--- config.mk ---
export PLATFORM = sky130hd
export DESIGN_NAME = vid_stream_decoder
export DESIGN_NICKNAME = d
export VERILOG_FILES = /design/src/rtl/vsd_pkg.sv /design/src/rtl/vsd_trs_detect.sv /design/src/rtl/vsd_active_split.sv /design/src/rtl/vsd_timing.sv /design/src/rtl/vid_stream_decoder.sv
export SDC_FILE = /design/constraint.sdc
export NUM_CORES = 1
export LEC_CHECK = 0
export ABC_AREA = 1
export CAP_MARGIN = 10
export CELL_PAD_IN_SITES_DETAIL_PLACEMENT = 2
export CELL_PAD_IN_SITES_GLOBAL_PLACEMENT = 2
export CORE_AREA = 2 2 90 178
export CTS_CLUSTER_DIAMETER = 40
export CTS_CLUSTER_SIZE = 8
export DETAILED_ROUTE_END_ITERATION = 10
export DIE_AREA = 0 0 92 180
export HOLD_SLACK_MARGIN = 0.06
export PLACE_DENSITY = 0.88
export SLEW_MARGIN = 25
export SYNTH_ARGS = -nofsm -noshare
export SYNTH_HDL_FRONTEND = slang
export SYNTH_SLANG_ARGS = --single-unit
--- constraint.sdc ---
create_clock -name clk_i -period 2.1 [get_ports clk_i]
set_clock_uncertainty 0.15 [all_clocks]
set_input_delay 0.63 -clock clk_i [delete_from_list [all_inputs] [get_ports clk_i]]
set_output_delay 0.63 -clock clk_i [all_outputs]
set_load 0.005 [all_outputs]
--- src/rtl/vsd_pkg.sv ---
package vsd_pkg;
  typedef enum logic [1:0] {
    COMP_CB = 2'd0,
    COMP_Y0 = 2'd1,
    COMP_CR = 2'd2,
    COMP_Y1 = 2'd3
  } comp_e;

  typedef struct packed {
    logic f;
    logic v;
    logic h;
  } trs_flags_t;
endpackage

--- src/rtl/vsd_trs_detect.sv ---
module vsd_trs_detect
  import vsd_pkg::*;
#(
  parameter int DW = 8
) (
  input  logic          clk_i,
  input  logic          rst_ni,
  input  logic [DW-1:0] data_i,
  output logic          code_ok_o,
  output logic          code_bad_o,
  output trs_flags_t    flags_o
);
  logic [DW-1:0] h0_q, h1_q, h2_q;
  logic          preamble;
  logic [3:0]    prot_exp;

  always_ff @(posedge clk_i or negedge rst_ni) begin
    if (!rst_ni) begin
      h0_q <= '0;
      h1_q <= '0;
      h2_q <= '0;
    end else begin
      h0_q <= data_i;
      h1_q <= h0_q;
      h2_q <= h1_q;
    end
  end

  always_comb begin
    preamble  = (h2_q == '1) && (h1_q == '0) && (h0_q == '0) && data_i[DW-1];
    flags_o.f = data_i[DW-2];
    flags_o.v = data_i[DW-3];
    flags_o.h = data_i[DW-4];
    prot_exp  = {flags_o.v ^ flags_o.h, flags_o.f ^ flags_o.h,
                 flags_o.f ^ flags_o.v, flags_o.f ^ flags_o.v ^ flags_o.h};
    code_ok_o  = preamble && (data_i[DW-5 -: 4] == prot_exp);
    code_bad_o = preamble && (data_i[DW-5 -: 4] != prot_exp);
  end
endmodule

--- src/rtl/vsd_active_split.sv ---
module vsd_active_split
  import vsd_pkg::*;
#(
  parameter int DW           = 8,
  parameter int ACTIVE_BYTES = 1440
) (
  input  logic          clk_i,
  input  logic          rst_ni,
  input  logic [DW-1:0] data_i,
  input  logic          sav_i,
  input  logic          eav_i,
  output logic [DW-1:0] act_data_o,
  output logic [1:0]    act_comp_o,
  output logic          act_valid_o,
  output logic [DW-1:0] cb_o,
  output logic [DW-1:0] y0_o,
  output logic [DW-1:0] cr_o,
  output logic [DW-1:0] y1_o,
  output logic          pair_valid_o
);
  localparam int CNT_W = $clog2(ACTIVE_BYTES + 1);

  logic             run_q;
  logic [CNT_W-1:0] idx_q;
  logic [DW-1:0]    cb_h, y0_h, cr_h;
  logic [1:0]       phase;

  assign phase = idx_q[1:0];

  always_ff @(posedge clk_i or negedge rst_ni) begin
    if (!rst_ni) begin
      run_q <= 1'b0;
      idx_q <= '0;
    end else if (eav_i) begin
      run_q <= 1'b0;
    end else if (sav_i) begin
      run_q <= 1'b1;
      idx_q <= '0;
    end else if (run_q) begin
      idx_q <= idx_q + 1'b1;
      if (idx_q == CNT_W'(ACTIVE_BYTES - 1)) run_q <= 1'b0;
    end
  end

  always_ff @(posedge clk_i or negedge rst_ni) begin
    if (!rst_ni) begin
      act_data_o   <= '0;
      act_comp_o   <= '0;
      act_valid_o  <= 1'b0;
      pair_valid_o <= 1'b0;
      cb_h <= '0; y0_h <= '0; cr_h <= '0;
      cb_o <= '0; y0_o <= '0; cr_o <= '0; y1_o <= '0;
    end else begin
      act_valid_o  <= run_q;
      act_data_o   <= data_i;
      act_comp_o   <= phase;
      pair_valid_o <= run_q && (phase == COMP_Y1);
      if (run_q) begin
        unique case (phase)
          COMP_CB: cb_h <= data_i;
          COMP_Y0: y0_h <= data_i;
          COMP_CR: cr_h <= data_i;
          default: begin
            cb_o <= cb_h;
            y0_o <= y0_h;
            cr_o <= cr_h;
            y1_o <= data_i;
          end
        endcase
      end
    end
  end


  pair_valid_chk: assert property (@(posedge clk_i) disable iff (!rst_ni)
    pair_valid_o |-> (act_valid_o && act_comp_o == COMP_Y1));


  hact_start_chk: assert property (@(posedge clk_i) disable iff (!rst_ni)
    $rose(act_valid_o) |-> act_comp_o == COMP_CB);
endmodule

--- src/rtl/vsd_timing.sv ---
module vsd_timing
  import vsd_pkg::*;
#(
  parameter int LINE_525   = 1716,
  parameter int LINE_625   = 1728,
  parameter int HS_OFF_525 = 32,
  parameter int HS_OFF_625 = 24,
  parameter int HS_LEN     = 64
) (
  input  logic       clk_i,
  input  logic       rst_ni,
  input  logic       fmt625_i,
  input  logic       code_ok_i,
  input  logic       code_bad_i,
  input  trs_flags_t flags_i,
  output logic       hsync_o,
  output logic       vsync_o,
  output logic       field_o,
  output logic       vactive_o,
  output logic       line_err_o,
  output logic       code_err_o
);
  localparam int LINE_MAX = (LINE_625 > LINE_525) ? LINE_625 : LINE_525;
  localparam int POS_W    = $clog2(2 * LINE_MAX);
  localparam int CODE_LEN = 4;

  logic [POS_W-1:0] pos_q, line_len, hs_off, hs_end;
  logic             have_eav_q, f_lat_q, v_lat_q, eav_ok;

  assign eav_ok   = code_ok_i && flags_i.h;
  assign line_len = fmt625_i ? POS_W'(LINE_625) : POS_W'(LINE_525);
  assign hs_off   = fmt625_i ? POS_W'(HS_OFF_625) : POS_W'(HS_OFF_525);
  assign hs_end   = hs_off + POS_W'(HS_LEN);

  // pos_q: offset of the byte now on the input, from the first byte of the last end code
  always_ff @(posedge clk_i or negedge rst_ni) begin
    if (!rst_ni) begin
      pos_q      <= '1;
      have_eav_q <= 1'b0;
    end else if (eav_ok) begin
      pos_q      <= POS_W'(CODE_LEN);
      have_eav_q <= 1'b1;
    end else if (pos_q != '1) begin
      pos_q <= pos_q + 1'b1;
    end
  end

  always_ff @(posedge clk_i or negedge rst_ni) begin
    if (!rst_ni) begin
      f_lat_q    <= 1'b0;
      v_lat_q    <= 1'b0;
      vactive_o  <= 1'b0;
      hsync_o    <= 1'b0;
      field_o    <= 1'b0;
      vsync_o    <= 1'b0;
      line_err_o <= 1'b0;
      code_err_o <= 1'b0;
    end else begin
      if (code_ok_i) begin
        f_lat_q   <= flags_i.f;
        v_lat_q   <= flags_i.v;
        vactive_o <= ~flags_i.v;
      end
      if (pos_q == hs_off) begin
        hsync_o <= 1'b1;
        field_o <= f_lat_q;
        vsync_o <= v_lat_q;
      end else if (pos_q == hs_end) begin
        hsync_o <= 1'b0;
      end
      line_err_o <= eav_ok && have_eav_q &&
                    ((pos_q - POS_W'(CODE_LEN - 1)) != line_len);
      if (code_bad_i) code_err_o <= 1'b1;
    end
  end


  line_err_src_chk: assert property (@(posedge clk_i) disable iff (!rst_ni)
    line_err_o |-> $past(eav_ok));


  code_err_sticky_chk: assert property (@(posedge clk_i) disable iff (!rst_ni)
    code_err_o |=> code_err_o);


  field_align_chk: assert property (@(posedge clk_i) disable iff (!rst_ni)
    !$stable(field_o) |-> $rose(hsync_o));


  vact_src_chk: assert property (@(posedge clk_i) disable iff (!rst_ni)
    !$stable(vactive_o) |-> $past(code_ok_i));
endmodule

--- src/rtl/vid_stream_decoder.sv ---
module vid_stream_decoder
  import vsd_pkg::*;
#(
  parameter int DW           = 8,
  parameter int ACTIVE_BYTES = 1440,
  parameter int LINE_525     = 1716,
  parameter int LINE_625     = 1728,
  parameter int HS_OFF_525   = 32,
  parameter int HS_OFF_625   = 24,
  parameter int HS_LEN       = 64
) (
  input  logic          clk_i,
  input  logic          rst_ni,
  input  logic          fmt625_i,
  input  logic [DW-1:0] data_i,
  output logic [DW-1:0] act_data_o,
  output logic [1:0]    act_comp_o,
  output logic          act_valid_o,
  output logic [DW-1:0] cb_o,
  output logic [DW-1:0] y0_o,
  output logic [DW-1:0] cr_o,
  output logic [DW-1:0] y1_o,
  output logic          pair_valid_o,
  output logic          hactive_o,
  output logic          hsync_o,
  output logic          vactive_o,
  output logic          vsync_o,
  output logic          field_o,
  output logic          line_err_o,
  output logic          code_err_o
);
  logic       code_ok, code_bad;
  trs_flags_t flags;

  vsd_trs_detect #(.DW(DW)) u_detect (
    .clk_i      (clk_i),
    .rst_ni     (rst_ni),
    .data_i     (data_i),
    .code_ok_o  (code_ok),
    .code_bad_o (code_bad),
    .flags_o    (flags)
  );

  vsd_active_split #(.DW(DW), .ACTIVE_BYTES(ACTIVE_BYTES)) u_split (
    .clk_i        (clk_i),
    .rst_ni       (rst_ni),
    .data_i       (data_i),
    .sav_i        (code_ok && !flags.h),
    .eav_i        (code_ok && flags.h),
    .act_data_o   (act_data_o),
    .act_comp_o   (act_comp_o),
    .act_valid_o  (act_valid_o),
    .cb_o         (cb_o),
    .y0_o         (y0_o),
    .cr_o         (cr_o),
    .y1_o         (y1_o),
    .pair_valid_o (pair_valid_o)
  );

  assign hactive_o = act_valid_o;

  vsd_timing #(
    .LINE_525   (LINE_525),
    .LINE_625   (LINE_625),
    .HS_OFF_525 (HS_OFF_525),
    .HS_OFF_625 (HS_OFF_625),
    .HS_LEN     (HS_LEN)
  ) u_timing (
    .clk_i      (clk_i),
    .rst_ni     (rst_ni),
    .fmt625_i   (fmt625_i),
    .code_ok_i  (code_ok),
    .code_bad_i (code_bad),
    .flags_i    (flags),
    .hsync_o    (hsync_o),
    .vsync_o    (vsync_o),
    .field_o    (field_o),
    .vactive_o  (vactive_o),
    .line_err_o (line_err_o),
    .code_err_o (code_err_o)
  );
endmodule

# [Word-level counts from Yosys, hierarchy flattened]
# Index checks and enable logic that the tools add are counted.
[word_totals] register_bits=117 latch_bits=0 ramBits=0 mem_bits_ro=0 in_bits=11 memories=0
[op_classes] n_addsub=4 n_mul=0 div_mod_pow=0 magnitude_cmp=0 n_eq_ne=11 n_shift=0 n_mux=12 bitwise=7 reduce_logical=23
[ops] cell="equality test 12 bit" count=2
[ops] cell="2-to-1 mux 12 bit" count=2
[ops] cell="2-to-1 mux 11 bit" count=2
[ops] cell="zero test 8 bit" count=2
[ops] cell="adder 12 x 1 -> 12 bit, second input constant" count=1
[ops] cell="adder 12 x 7 -> 12 bit, second input constant" count=1
[ops] cell="!= test 12 bit" count=1
[ops] cell="!= test 12 bit, second input constant" count=1
[ops] cell="subtractor 12 x 2 -> 12 bit, second input constant" count=1
[ops] cell="adder 11 x 1 -> 11 bit, second input constant" count=1
[ops] cell="equality test 11 bit, second input constant" count=1
[ops] cell="logical AND 1 bit" count=10
[ops] cell="AND reduction 2 bit" count=5
[ops] cell="equality test 8 bit, second input constant" count=1
[ops] cell="2-to-1 mux 7 bit" count=1
[ops] cell="2-to-1 mux 1 bit" count=6
[ops] cell="2-to-1 mux 6 bit" count=1
[ops] cell="nonzero test 2 bit" count=3
[ops] cell="equality test 2 bit, second input constant" count=2
[ops] cell="equality test 4 bit" count=1
[ops] cell="!= test 4 bit" count=1
[ops] cell="XOR 1 bit" count=4
[ops] cell="inverter 1 bit" count=3
[ops] cell="OR reduction 3 bit" count=1
[ops] cell="other kinds (3)" count=3

# [Longest topological paths before layout]
# Gate-level depths: netlist of the first run.
[logic_depth] ltp_word=8 depth_mapped=12 ltp_nobuf=11

# [By module]
# Synthesis of the first run repeated with hierarchy kept, for this count alone.
[unflattened] hier_cells=572 hier_area_um2=5526.6
[modules_own_cells] module="vsd_active_split" n_inst=1 cells_each=279 area_per_inst_um2=3208.1
[modules_own_cells] module="vsd_timing" n_inst=1 cells_each=190 area_per_inst_um2=1388.8
[modules_own_cells] module="vsd_trs_detect" n_inst=1 cells_each=98 area_per_inst_um2=904.6
[modules_own_cells] module="vid_stream_decoder" n_inst=1 cells_each=5 area_per_inst_um2=25.0

# [Worst setup path after synthesis of the first run]
# No wires, ideal clock.
[synth_path] kind="in2reg" startpoint="input data_i[4]" endpoint="register u_split.idx_q[6]" setup_ns=0.118 arrival_time_ns=1.659 path_slack_ns=0.173 stages=10 cell_sequence="inv_2 nand2_1 and2_1 nand2_1 nand2_1 nor2_4 nand3_2 buf_4 nand3_1 nand2_1"
[synth_between] elab_chain_len=6
[synth_rtl] item="from (decl)" line="vid_stream_decoder.sv:15" source="input logic [DW-1:0] data_i,"
[synth_rtl] item="XOR 1 bit, on equally long branches" line="vsd_trs_detect.sv:35, vsd_trs_detect.sv:34"
[synth_rtl] item="equality test 4 bit" line="vsd_trs_detect.sv:36" source="code_ok_o = preamble && (data_i[DW-5 -: 4] == prot_exp);"
[synth_rtl] item="logical AND 1 bit" line="vsd_trs_detect.sv:36"
[synth_rtl] item="logical AND 1 bit, on equally long branches" line="vid_stream_decoder.sv:48, vid_stream_decoder.sv:49"
[synth_rtl] item="nonzero test 2 bit (no line) / inverter 1 bit (equally long branches)"
[synth_rtl] item="AND reduction 2 bit (no line)"
[synth_rtl] item="to (signal assigned)" line="vsd_active_split.sv:40" source="idx_q <= idx_q + 1'b1;"
[synth_rtl] item="to (decl)" line="vsd_active_split.sv:24" source="logic [CNT_W-1:0] idx_q;"
# Parallel ways exist; a longest one is shown, timed or not.
# A chain may end at the register's enable or synchronous reset.

# [Worst setup path after layout of the first run]
[layout_path] startpoint="input data_i[4]" endpoint="register u_timing.pos_q[4]"
[layout_between] elab_chain_len=5
[layout_rtl] item="XOR 1 bit, on equally long branches" line="vsd_trs_detect.sv:35, vsd_trs_detect.sv:34"
[layout_rtl] item="equality test 4 bit" line="vsd_trs_detect.sv:36"
[layout_rtl] item="logical AND 1 bit" line="vsd_trs_detect.sv:36"
[layout_rtl] item="logical AND 1 bit (*)" line="vsd_timing.sv:30" source="assign eav_ok = code_ok_i && flags_i.h;"
[layout_rtl] item="2-to-1 mux 12 bit / nonzero test 2 bit (equally long branches)"
[layout_rtl] item="to (signal assigned)" line="vsd_timing.sv:41" source="pos_q <= POS_W'(CODE_LEN);"
[layout_rtl] item="to (signal assigned)" line="vsd_timing.sv:44" source="pos_q <= pos_q + 1'b1;"
[layout_rtl] item="to (decl)" line="vsd_timing.sv:27" source="logic [POS_W-1:0] pos_q, line_len, hs_off, hs_end;"
# Every way passes the cells marked *; elsewhere a longest branch is shown, timed or not.

==> results of run 1 <==
kinds of logic (layout without fill, tap and decap cells):
| logic type | count (synthesis) | after routing | synth area share (%) |
|---|---|---|---|
| fa+ha+maj | 6 | 6 | 1.48 |
| simple gates | 322 | 322 | 26.9 |
| flops | 117 | 117 | 57.9 |
| xor+xnor | 11 | 11 | 1.90 |
| buf+inv | 75 | 208 | 5.96 |
| compound gates | 55 | 55 | 5.86 |
routing by layer:
layer / part of all wire, % / GRT usage (%) / routed length, um
met5: 0 / 0 / 0
met4: 6.1 / 17.5 / 1480
met3: 3.5 / 5.53 / 853
met2: 55 / 51.9 / 13300
met1: 36 / 28.9 / 8600
worst max-delay path, stage by stage:
cell and delay [ns]:
clkbuf_2 0.14, inv_2 0.11, nand2_1 0.15, nand2_2 0.14, nand2_1 0.13, nand2_1 0.17, nand2_1 0.12, nor2_4 0.15
buf_4 0.17, nand3_4 0.09, buf_4 0.17, o211ai_1 0.13, inv_1 0.08
state kept, by name (all words and copies together) (netlist names), 2 cells and up:
name	flops
u_detect.h1_q	8
u_detect.h2_q	8
u_split.act_comp_o	2
u_split.cb_h	8
u_split.act_data_o	8
u_split.y0_o	8
u_split.y0_h	8
u_split.idx_q	11
u_split.cr_o	8
u_split.cb_o	8
u_timing.pos_q	12
u_split.cr_h	8
u_split.y1_o	8
area by class of cell:
type | instances | area, um^2
flip-flops and latches | 117 | 2950
multi-input cells | 394 | 1950
repair buffers | 119 | 1100
inverters | 57 | 214
clock buffers | 22 | 464
clock inverters | 10 | 203
fillers | 1684 | 8090
well taps | 198 | 248
final timing paths:
check                                              start                              end  slack (ns)  depth (start not counted)
setup / recovery                               data_i[4]    u_timing.pos_q[4]$_DFFE_PN1P_       -0.12                         13
hold / removal                                 data_i[5]  u_split.act_data_o[5]$_DFF_PN0_        0.26                          1
setup reg to reg           u_timing.pos_q[0]$_DFFE_PN1P_    u_timing.pos_q[9]$_DFFE_PN1P_        0.01                          8
hold reg to reg               u_detect.h1_q[7]$_DFF_PN0_       u_detect.h2_q[7]$_DFF_PN0_        0.27                          0
max in group asynchronous                         rst_ni    u_timing.pos_q[3]$_DFFE_PN1P_        0.71                          3
min in group asynchronous                         rst_ni      u_split.y0_o[0]$_DFFE_PN0P_        0.43                          2
power groups by stage:
stage	registers (W)	clock network, W	logic [W]
after floorplan	0.00234	0	0.0000599
after global placement	0.00235	0	0.000215
after detailed placement	0.00235	0	0.000233
after CTS	0.00231	0.00343	0.000253
after global routing	0.00232	0.00357	0.000299
final	0.00232	0.00344	0.000280
through the flow:
| stage | cells | power (W) | cell area, um^2 |
|---|---|---|---|
| global route | 917 | 0.00618 | 7120 |
| global placement | 864 | 0.00256 | 6150 |
| floorplan | 586 | 0.00240 | 5080 |
| detailed placement | 864 | 0.00258 | 6150 |
| finish | 917 | 0.00603 | 7120 |
| CTS | 910 | 0.00600 | 6930 |
layout by cell type, fill, tap and decap left out, types with 12 or more instances in the layout:
cell type,n
clkbuf_16,18
dlygate4sd2_1,25
inv_1,50
dlymetal6s2s_1,22
dfstp_2,12
nand3_1,40
dfrtp_1,102
o21ai_0,37
buf_4,53
nand2_1,191
nor2_1,40
timing repair:
item	CTS	global route
hold endpoints to repair	9	0
setup buffers	13	5
resized for setup	43	58
cloned	0	2
hold buffers	1	0
pin swaps	4	4
setup endpoints to repair	56	53
==> run metrics, run 1 <==
fmax 450 MHz; final WL 24,200 um; Post-synth top cells nand2_1, dfrtp_1, inv_1, nor2_1, nand3_1; Hold Violations, Final 0; Post-synth top flop dfrtp_1; WS Path Type in2reg; P_int 0.00467 W; ratio of cells with drive above 1 in the final layout 19.9%; ys async rst share 100%; Remaining DRCs 0; Slew Limit Fails 0; area of the mapped netlist 5080 um^2; combinational share of power 4.6%; total CTS buffers 17; Flop pwr share 38.4%; CP Data Required Time 2.30 ns; First-pass DRT Iterations 6; die width 92 um; relative slew slack 63.3%; crit end category flip-flop; Netlist cell types 32; CTS tree yes; Pleak 3.84 nW; DR vias 4,981; maxcap violations 0; number of global-route vias before repair 5,793; Final Util 46.8%; CTS Sinks 117; ANT nets after route 0; GPL Wtd Cong 0.877; cells after synthesis 586; status finished, violations left; PortBufs 61; failing checks setup timing; ant diodes 0; GRT overflow 0; Clock power frac 57.0%; # rows 64; placed wire-length estimate 13,400 um; Psw 0.00136 W; Nets 723; CTS Buffer Depth 2; Avg Inst Size Synth 8.67 um^2; synthesized net count 603; Vias/cell 5.43; FF+latch count, synth 117; Peak VDD IR 0.000503 V; cell accounting for the most synthesized area dfrtp_1; DR WL/cell 26.4 um; setup violators final 29; Final min period 2.22 ns; final worst setup slack -0.122 ns; largest net degree at the start of global routing 49; Worst-Margin Slew 0.549 ns; first-pass GRT wire length 35,100 um; fin crit share 106%; Pwr Density 847 nW/um^2; latest clock arrival within the worst-skew pair 0.43 ns; most common cell in the netlist nand2_1; total die area 16,600 um^2; core footprint 15,200 um^2; worst slack at placement -0.647 ns; share of the synthesized area in the top cell type 51.7%; hold slack final 0.264 ns; CP arrival 2.42 ns; initial antenna violation count 0; Initial Util 33.4%; Clock Pin Slew Worst Setup and Hold Paths 0.06 ns; worst min path class in2reg; Area growth syn-to-layout 40.3%; Startpoint Class input pin; Area contributors post-synth dfrtp_1, nand2_1, dfstp_2, nand3_1, inv_1; Seq/Total Area, Yosys 57.9%; CTS H-Tree Depth 4; switching portion of total power 22.6%; Post-synth EDFFs 0; crit-path max FO 6; Die Ht 180 um; initial DRC count 259; GRT Total Usage 28.4%; Ports 62; clock tree root driver cell clkbuf_16; warning count from the yosys run 0; total negative slack -1.73 ns
Note: power is estimated with default switching activity, not from simulation.
==> inputs of run 2 (changes only) <==
==> constraint.sdc (replaced) <==
create_clock -name clk_i -period 2.1 [get_ports clk_i]
set_clock_uncertainty 0.15 [all_clocks]
set_input_delay 0.315 -clock clk_i [delete_from_list [all_inputs] [get_ports clk_i]]
set_output_delay 0.315 -clock clk_i [all_outputs]
set_load 0.005 [all_outputs]
==> run 2 against run 1 <==
Effect of this change: utilization decreased by 1.9 points; wire length fell by 17%; via count fell by 7.8%; critical path depth decreased by 1; first-iteration DRC count decreased by 25%; fmax rose by 10%; clock power down 5.8%; sequential cell count unchanged; the flow now finishes without violations; final cell count down 2.3%; design area decreased by 4.1%.
==> run metrics, run 2 (same netlist as run 1, synthesis figures left out) <==
Top reg by flops u_timing.pos_q; Final min period 2.01 ns; clock tree root driver cell clkbuf_16; CTS tree yes; WS Path Type in2reg; largest registers u_timing.pos_q: 12 flops, u_split.idx_q: 11 flops; most frequent cells in the layout nand2_1, dfrtp_1, clkdlybuf4s50_1; total die area 16,600 um^2; fin crit share 95.9%; relative slew slack 63.0%; most common cell after layout, fill and taps aside nand2_1; Vias/cell 5.13; Hold Violations, Final 0; Final Non-Filler Cells 896; Die Ht 180 um; Startpoint Class input pin; status finished clean; Pwr Density 848 nW/um^2; CP arrival 2.15 ns; GPL Wtd Cong 0.849; maxcap violations 0; worst-path cell chain clkdlybuf4s50_1, inv_1, nand2_1, nand2_1, nand2_1, nand2_1, nand2_1, nor2_4, nand3_2, buf_12, nand3_1, nand2_1; total CTS buffers 17; highest routed metal layer met4; Largest register FFs 12; fmax 497 MHz; core footprint 15,200 um^2; first-pass GRT wire length 32,100 um; setup violators final 0; Initial Util 33.4%; final worst setup slack 0.0870 ns; finished layout cell area 6830 um^2; hold endpoint u_split.act_data_o[4]$_DFF_PN0_; GRT overflow 0; DR vias 4,594; RSZ-0062 raised after global routing yes; placed wire-length estimate 13,000 um; routed wl met2 11,600 um; crit-path max FO 17; post-layout total power 0.00580 W; crit end category flip-flop; First-pass DRT Iterations 4; hold path depth 2; PortBufs 61; Pleak 3.38 nW; CTS Buffer Depth 2; final WL 20,100 um; placed cells 862; Worst-Margin Slew 0.554 ns; CTS H-Tree Depth 4; initial DRC count 193; ant diodes 0; Clock Pin Slew Worst Setup and Hold Paths 0.05 ns; hold_sp data_i[4]; CP Data Required Time 2.24 ns; post-route met1 wirelength 7030 um; # rows 64; ANT nets after route 0; ratio of cells with drive above 1 in the final layout 13.5%; most frequent CP cell nand2_1; Nets 702; GRT Total Usage 25.8%; CTS Sinks 117; slowest stage cell, crit path clkdlybuf4s50_1; worst reg2reg path depth 7; latest clock arrival within the worst-skew pair 0.42 ns; Slew Limit Fails 0; FF-to-FF setup slack 0.10 ns; placement-stage cell area 6130 um^2; DR WL/cell 22.4 um; Filler cells 1,650; die width 92 um; largest net degree at the start of global routing 42; worst slack at placement -0.371 ns; worst min path class in2reg; RR Endpoint u_timing.field_o$_DFFE_PN0P_; initial antenna violation count 0; metal3 WL 442 um; number of global-route vias before repair 5,554; hold slack final 0.165 ns; Remaining DRCs 0; Area growth syn-to-layout 34.6%; crit-path max cell delay 0.48 ns; Peak VDD IR 0.000494 V; Worst R2R Start u_timing.pos_q[4]$_DFFE_PN1P_; Ports 62
-- run 2: cell types whose count changed in the layout (fill, tap and decap cells not counted), sizes merged --
cell | before | now
clkdlybuf4s50 | 10 | 59
dlygate4sd2 | 25 | 0
dlymetal6s2s | 22 | 1
buf | 57 | 37
clkbuf | 26 | 23
bufinv | 6 | 5
clkinv | 3 | 2
clkinvlp | 1 | 2
-- run 2: worst max path at each step --
stage / startpoint / endpoint / slack (ns) / depth (start not counted)
6_report: data_i[5] / u_split.idx_q[10]$_DFFE_PN0P_ / 0.09 / 12
4_1_cts: u_timing.pos_q[0]$_DFFE_PN1P_ / u_timing.line_err_o$_DFF_PN0_ / 0.02 / 8
5_1_grt: data_i[2] / u_split.idx_q[10]$_DFFE_PN0P_ / -0.005 / 12
2_1_floorplan: u_timing.pos_q[0]$_DFFE_PN1P_ / u_timing.pos_q[1]$_DFFE_PN1P_ / 0.33 / 8
3_3_place_gp: data_i[4] / u_timing.have_eav_q$_DFFE_PN0N_ / -0.12 / 11
3_5_place_dp: data_i[4] / u_split.idx_q[10]$_DFFE_PN0P_ / -0.37 / 11
-- run 2: critical path, delay by kind of cell --
family | cells | cell delay, ns
buf+inv | 3 | 0.82
simple gates | 9 | 1.01
-- run 2: area by class of cell --
cell class                 instances  area (um^2)  share of cell area [%]
sequential                       117         2940                    43.1
inverter                          57          214                    3.13
clock inverter                     9          175                    2.56
tap                              198          248                    3.63
multi-input combinational        394         1870                    27.4
clock buffer                      23          468                    6.85
timing repair buffer              98          916                    13.4
-- run 2: metal layers --
metal | vias up | global-route usage (%)
met2 | 118 | 48.9
met1 | 2358 | 25.5
li1 | 2057 | -
met5 | - | 0
met4 | 0 | 15.3
met3 | 61 | 4.15
-- run 2: repair_timing --
item,CTS,global route
hold endpoints to repair,36,0
gates resized for setup,3,7
setup buffers,0,1
hold buffers,1,0
endpoints found under the setup margin,4,10
-- run 2: metrics by stage --
step           utilization (%)  TNS [ns]
2_1_floorplan                -         0
3_3_place_gp              40.3     -1.07
3_5_place_dp              40.3     -6.88
4_1_cts                   44.7         0
5_1_grt                   44.9  -0.00502
6_report                  44.9         0
-- run 2: where the power goes --
| part | switching (W) | total (W) | internal (W) |
|---|---|---|---|
| sequential | 0.0000313 | 0.00232 | 0.00229 |
| clock | 0.00108 | 0.00324 | 0.00217 |
| combinational | 0.000144 | 0.000235 | 0.0000909 |
==> inputs of run 3 (changes only) <==
- CAP_MARGIN: 10 -> 0
==> results of run 3 <==
Final layout, timing and power as in run 2 (identical DEF).
